### src/rtl/recpx_pkg.sv
package recpx_pkg;

   localparam int DATA_W  = 64;
   localparam int N_LANES = 3;

   typedef enum logic [1:0] {
      FMT_HALF   = 2'd0,
      FMT_SINGLE = 2'd1,
      FMT_DOUBLE = 2'd2,
      FMT_RSVD   = 2'd3
   } recpx_fmt_e;

   typedef struct packed {
      logic [DATA_W-1:0] value;
      logic              inv;
      logic              den;
   } recpx_out_t;

   // exponent width of lane i (0 half, 1 single, 2 double)
   function automatic int lane_exp_w(input int i);
      case (i)
         0:       return 5;
         1:       return 8;
         default: return 11;
      endcase
   endfunction

   // fraction width of lane i
   function automatic int lane_frac_w(input int i);
      case (i)
         0:       return 10;
         1:       return 23;
         default: return 52;
      endcase
   endfunction

endpackage

### src/rtl/recpx_lane.sv
module recpx_lane #(
   parameter int EXP_W  = 8,
   parameter int FRAC_W = 23
) (
   input  logic [1+EXP_W+FRAC_W-1:0] x,
   input  logic                      dn,
   input  logic                      fz,
   output logic [1+EXP_W+FRAC_W-1:0] y,
   output logic                      inv,
   output logic                      den
);
   localparam int W = 1 + EXP_W + FRAC_W;
   localparam logic [EXP_W-1:0]  EXP_ONES = {EXP_W{1'b1}};
   localparam logic [EXP_W-1:0]  EXP_MAXF = EXP_ONES - 1'b1;
   localparam logic [FRAC_W-1:0] QBIT     = {1'b1, {(FRAC_W-1){1'b0}}};
   localparam logic [FRAC_W-1:0] FZERO    = {FRAC_W{1'b0}};

   if (EXP_W < 2 || FRAC_W < 2) begin : g_bad_cfg
      $error("recpx_lane: field widths too small");
   end

   logic              sgn;
   logic [EXP_W-1:0]  ex;
   logic [FRAC_W-1:0] fr;
   logic              is_nan;
   logic              is_snan;
   logic              is_sub;

   assign sgn     = x[W-1];
   assign ex      = x[W-2:FRAC_W];
   assign fr      = x[FRAC_W-1:0];
   assign is_nan  = (ex == EXP_ONES) && (fr != FZERO);
   assign is_snan = is_nan && !fr[FRAC_W-1];
   assign is_sub  = (ex == '0) && (fr != FZERO);

   always_comb begin
      y   = '0;
      inv = 1'b0;
      den = 1'b0;
      if (is_nan) begin
         inv = is_snan;
         if (dn) y = {1'b0, EXP_ONES, QBIT};
         else    y = {sgn, ex, fr | QBIT};
      end else if (ex == '0) begin
         den = fz && is_sub;
         y   = {sgn, EXP_MAXF, FZERO};
      end else begin
         y   = {sgn, ~ex, FZERO};
      end
   end
endmodule

### src/rtl/recpx_outstage.sv
module recpx_outstage
   import recpx_pkg::*;
#(
   parameter bit OUT_REG = 1'b1
) (
   input  logic       clk,
   input  logic       rst_n,
   input  logic       in_valid,
   input  recpx_out_t d,
   output logic       vld,
   output recpx_out_t q
);
   if (OUT_REG) begin : g_reg
      always_ff @(posedge clk or negedge rst_n) begin
         if (!rst_n) begin
            vld <= 1'b0;
            q   <= '0;
         end else begin
            vld <= in_valid;
            if (in_valid) q <= d;
         end
      end
   end else begin : g_comb
      assign vld = in_valid;
      assign q   = d;
   end
endmodule

### src/rtl/recpx_unit.sv
module recpx_unit
   import recpx_pkg::*;
#(
   parameter bit OUT_REG = 1'b1
) (
   input  logic              clk,
   input  logic              rst_n,
   input  logic              in_valid,
   input  logic [1:0]        fmt_sel,
   input  logic [DATA_W-1:0] operand,
   input  logic              dn_mode,
   input  logic              flush_mode,
   output logic              out_valid,
   output logic [DATA_W-1:0] result,
   output logic              invalid_flag,
   output logic              denorm_flag
);
   logic [DATA_W-1:0] lane_val [N_LANES];
   logic              lane_inv [N_LANES];
   logic              lane_den [N_LANES];

   for (genvar g = 0; g < N_LANES; g++) begin : g_lane
      localparam int EW = lane_exp_w(g);
      localparam int FW = lane_frac_w(g);
      localparam int LW = 1 + EW + FW;

      if (LW > DATA_W) begin : g_too_wide
         $error("recpx_unit: lane wider than data path");
      end

      logic [LW-1:0] y;

      recpx_lane #(.EXP_W(EW), .FRAC_W(FW)) u_lane (
         .x   (operand[LW-1:0]),
         .dn  (dn_mode),
         .fz  (flush_mode),
         .y   (y),
         .inv (lane_inv[g]),
         .den (lane_den[g])
      );

      if (LW == DATA_W) begin : g_full
         assign lane_val[g] = y;
      end else begin : g_ext
         assign lane_val[g] = {{(DATA_W-LW){1'b0}}, y};
      end
   end

   recpx_out_t sel;

   always_comb begin
      sel = '0;
      case (recpx_fmt_e'(fmt_sel))
         FMT_HALF:   sel = '{value: lane_val[0], inv: lane_inv[0], den: lane_den[0]};
         FMT_SINGLE: sel = '{value: lane_val[1], inv: lane_inv[1], den: lane_den[1]};
         FMT_DOUBLE: sel = '{value: lane_val[2], inv: lane_inv[2], den: lane_den[2]};
         default:    sel = '0;
      endcase
   end

   recpx_out_t q;

   recpx_outstage #(.OUT_REG(OUT_REG)) u_out (
      .clk      (clk),
      .rst_n    (rst_n),
      .in_valid (in_valid),
      .d        (sel),
      .vld      (out_valid),
      .q        (q)
   );

   assign result       = q.value;
   assign invalid_flag = q.inv;
   assign denorm_flag  = q.den;
endmodule

### config.mk
export PLATFORM = sky130hd
export DESIGN_NAME = recpx_unit
export DESIGN_NICKNAME = d
export VERILOG_FILES = /design/src/rtl/recpx_pkg.sv /design/src/rtl/recpx_lane.sv /design/src/rtl/recpx_outstage.sv /design/src/rtl/recpx_unit.sv
export SDC_FILE = /design/constraint.sdc
export NUM_CORES = 1
export LEC_CHECK = 0
export BUFFER_PORTS_ARGS = -buffer_cell sky130_fd_sc_hd__buf_2
export CORE_MARGIN = 5
export CORE_UTILIZATION = 52
export DETAILED_ROUTE_END_ITERATION = 7
export PLACE_DENSITY = 0.93
export SLEW_MARGIN = 40
export SYNTH_ARGS = -nofsm -noshare
export SYNTH_HDL_FRONTEND = slang
export SYNTH_SLANG_ARGS = --single-unit
export TNS_END_PERCENT = 20
### constraint.sdc
create_clock -name clk -period 1.5 [get_ports clk]
set_input_delay 0.15 -clock clk [delete_from_list [all_inputs] [get_ports clk]]
set_output_delay 0.15 -clock clk [all_outputs]
set_load 0.005 [all_outputs]
==> reports/qor.yml <==
outcome: "finished, violations left"
violations: "negative setup slack"
die_y_um: 90.02
yosysWarnings: 0
slew_violations: 0
cts.sink_count: 67
ff2ff_setup_slack_ns: 0.45
synth_seq_cells: 67
dp_cells: 605
core_um2: 6277
total_power_mw: 4.201
cap_violations: 0
yosys.area_share.adder_pct: 0
r2r_start: "u_out.q[16]"
final_area_um2: 5035
synth_top_flop_cell: "dfrtp_1"
grt_use_met3_pct: 7.012
cts_buffers: 9
final_util_pct: 80.21
worst_pin_slew_ns: 0.7088
drt-total-wl_mm: 12.36
p_leak_nw: 2.508
synth_area_leaders: "dfrtp_1 50%, o2bb2ai_1 7.1%, o21ai_0 4.2%"
hold_path_end: "u_out.q[58]"
power.density_nw_per_um2: 834.3
hpwl_mm: 7.881
synth_xor_area_share_pct: 0
relSlewSlack_pct: 52.74
use_met2_pct: 45.67
drt_pass1_iterations: 5
busiest_layer: "met2"
worst_slack_ns: -0.4685
path_clk_slew_ns: 0.07
skew_ns: 0
fin_crit_ns: 1.968
nFillCells: 365
rows: 29
netlist_instances: 355
hp-start: "operand[56]"
die-area_um2: 8103
wire_per_inst_um: 19.65
worstSetupStartpoint: "operand[30]"
synth_top_family_by_area: "compound AO/OA/AOI/OAI gates"
viasPerCell: 6.278
multi_input_area_um2: 1630
drc: 0
drtIter0Drc: 337
yosys.area.top_type: "dfrtp_1"
ir_worst_vdd_mv: 0.6179
die_x_um: 90.02
portBuffers: 137
worstHoldPathCells: 2
synth_top_area_share_pct: 50.36
synth_edf_count: 0
worstSetupStartpointType: "input pin"
vias: 3949
path_class: "in2reg"
yosysUniqueCellTypes: 42
seq_area_frac_synth_pct: 50.36
fmax_mhz: 508.0
start_util_pct: 53.04
grt_max_degree: 68
async_flop_share_pct: 100.0
area_growth_pct: 51.22
synthSimpleGateAreaFrac_pct: 16.46
synth_area_um2: 3329
end_kind: "flip-flop"
num_antenna_cells: 0
grt_pass1_wl_mm: 19.01
cts_tree: "yes"
ios: 138
worstPathArrival_ns: 2.18
reg2regPathDepth: 4
htreeDepth: 3
path_max_fanout: 6
grt.overflow.total: 0
finalSetupTns_ns: -24.33
antenna_found_initial: 0
crit_required_ns: 1.71
grt_usage_pct: 28.45
drive_gt1_share_pct: 45.83
final_cells: 629
finalSetupViolCount: 66
dpl-instance-area_um2: 4519
crit-reg2reg-capture: "u_out.q[16]"
ant_nets: 0
first_global_vias: 3828
min_path_type: "in2reg"
rsz0062_at_grt: "yes"
finalHoldViolCount: 0
synth.net_count: 426
finalCritPeriodShare_pct: 131.2
regArea_um2: 1677
clk_path_buf_depth: 2
grtUsageMet1_pct: 36.58
yosys-mux-area-fraction_pct: 0
postSynthAreaPerCell_um2: 9.379
final_nets: 618
synth_compound_area_share_pct: 26.53
clock_latency_ns: 0.35
cts-root-buf: "clkbuf_8"
gp_congestion: 0.8737
cell usage after synthesis, drive strengths merged, types with 10 or more instances:
master	instances
a21oi	23
a31oi	11
clkbuf	17
dfrtp	67
inv	26
nand2	35
nor2	12
nor2b	12
nor3	15
nor4	10
o21ai	28
o2bb2ai	27
registers in the layout, indices dropped and copies added, names as in the netlist:
name / count
u_out.q: 66
u_out.vld: 1
what timing repair did:
item	4_1_cts	5_1_grt
hold buffers	1	0
endpoints found under the setup margin	66	66
buffers inserted	5	0
gates resized for setup	23	19
gates cloned	2	0
endpoints found under the hold margin	67	0
pin swaps	15	6
how the worst max path moves through the flow:
stage and endpoint:
3_5_place_dp u_out.q[27], 4_1_cts u_out.q[26], 6_report u_out.q[18], 3_3_place_gp u_out.q[32], 2_1_floorplan u_out.q[26], 5_1_grt u_out.q[17]
metrics by stage:
step | hold WS [ns] | setup WS, ns
after CTS | 0.01762 | -0.4263
after global routing | 0.02576 | -0.5189
after detailed placement | 0.2005 | -0.9476
after global placement | 0.1969 | -0.8602
after floorplan | -0.1456 | -0.5399
final | 0.02361 | -0.4685
cell families (layout without fill, tap and decap cells):
group | after synthesis | after routing
and+or+nand+nor | 107 | 107
DFF | 67 | 67
buffers and inverters | 53 | 250
AOI/OAI and AO/OA | 128 | 128
power by group:
part	switching, mW	internal [mW]
registers	0.0380	1.87
clock network	0.721	0.932
logic	0.353	0.289
total	1.11	3.09
cells in the final DEF, fill, tap and decap left out, types with 3 or more instances in the layout:
| cell | instances |
|---|---|
| buf_12 | 5 |
| nor2_1 | 12 |
| a21oi_1 | 22 |
| nor4_1 | 9 |
| o31ai_2 | 3 |
| buf_6 | 6 |
| o31ai_1 | 3 |
| dfrtp_1 | 67 |
| a311oi_2 | 5 |
| nor2b_1 | 12 |
| o32ai_2 | 4 |
| a31oi_1 | 11 |
| nand2_1 | 33 |
| o2bb2ai_1 | 22 |
| buf_4 | 58 |
| o22ai_1 | 4 |
| nand2b_1 | 3 |
| nand3_1 | 3 |
| nor3_1 | 15 |
| nand4_1 | 9 |
| inv_1 | 26 |
| o21ai_0 | 27 |
| o2bb2ai_2 | 5 |
| clkbuf_8 | 9 |
| o211ai_1 | 4 |
| buf_2 | 136 |
cell type report:
class / instances / share of cell area, %
Clock inverter: 5 / 1.541
Clock buffer: 11 / 2.609
Tap cell: 77 / 1.914
Inverter: 27 / 2.013
Sequential cell: 67 / 33.30
Multi-Input combinational cell: 235 / 32.38
Timing Repair Buffer: 207 / 26.24
critical path, stage by stage:
cell	delay, ns
buf_2	0.11
or4_4	0.56
nor4bb_4	0.28
or4b_4	0.52
buf_6	0.16
a21oi_4	0.16
buf_6	0.16
o32ai_1	0.08
per-layer routing:
| layer | vias up | part of all wire (%) | wire (um) |
|---|---|---|---|
| met5 | - | 0 | 0 |
| met1 | 1870 | 38 | 4741 |
| met2 | 308 | 48 | 5875 |
| met3 | 61 | 9.4 | 1161 |
| li1 | 1710 | - | - |
| met4 | 0 | 4.7 | 579 |
Power figures use the tool's default switching activity.
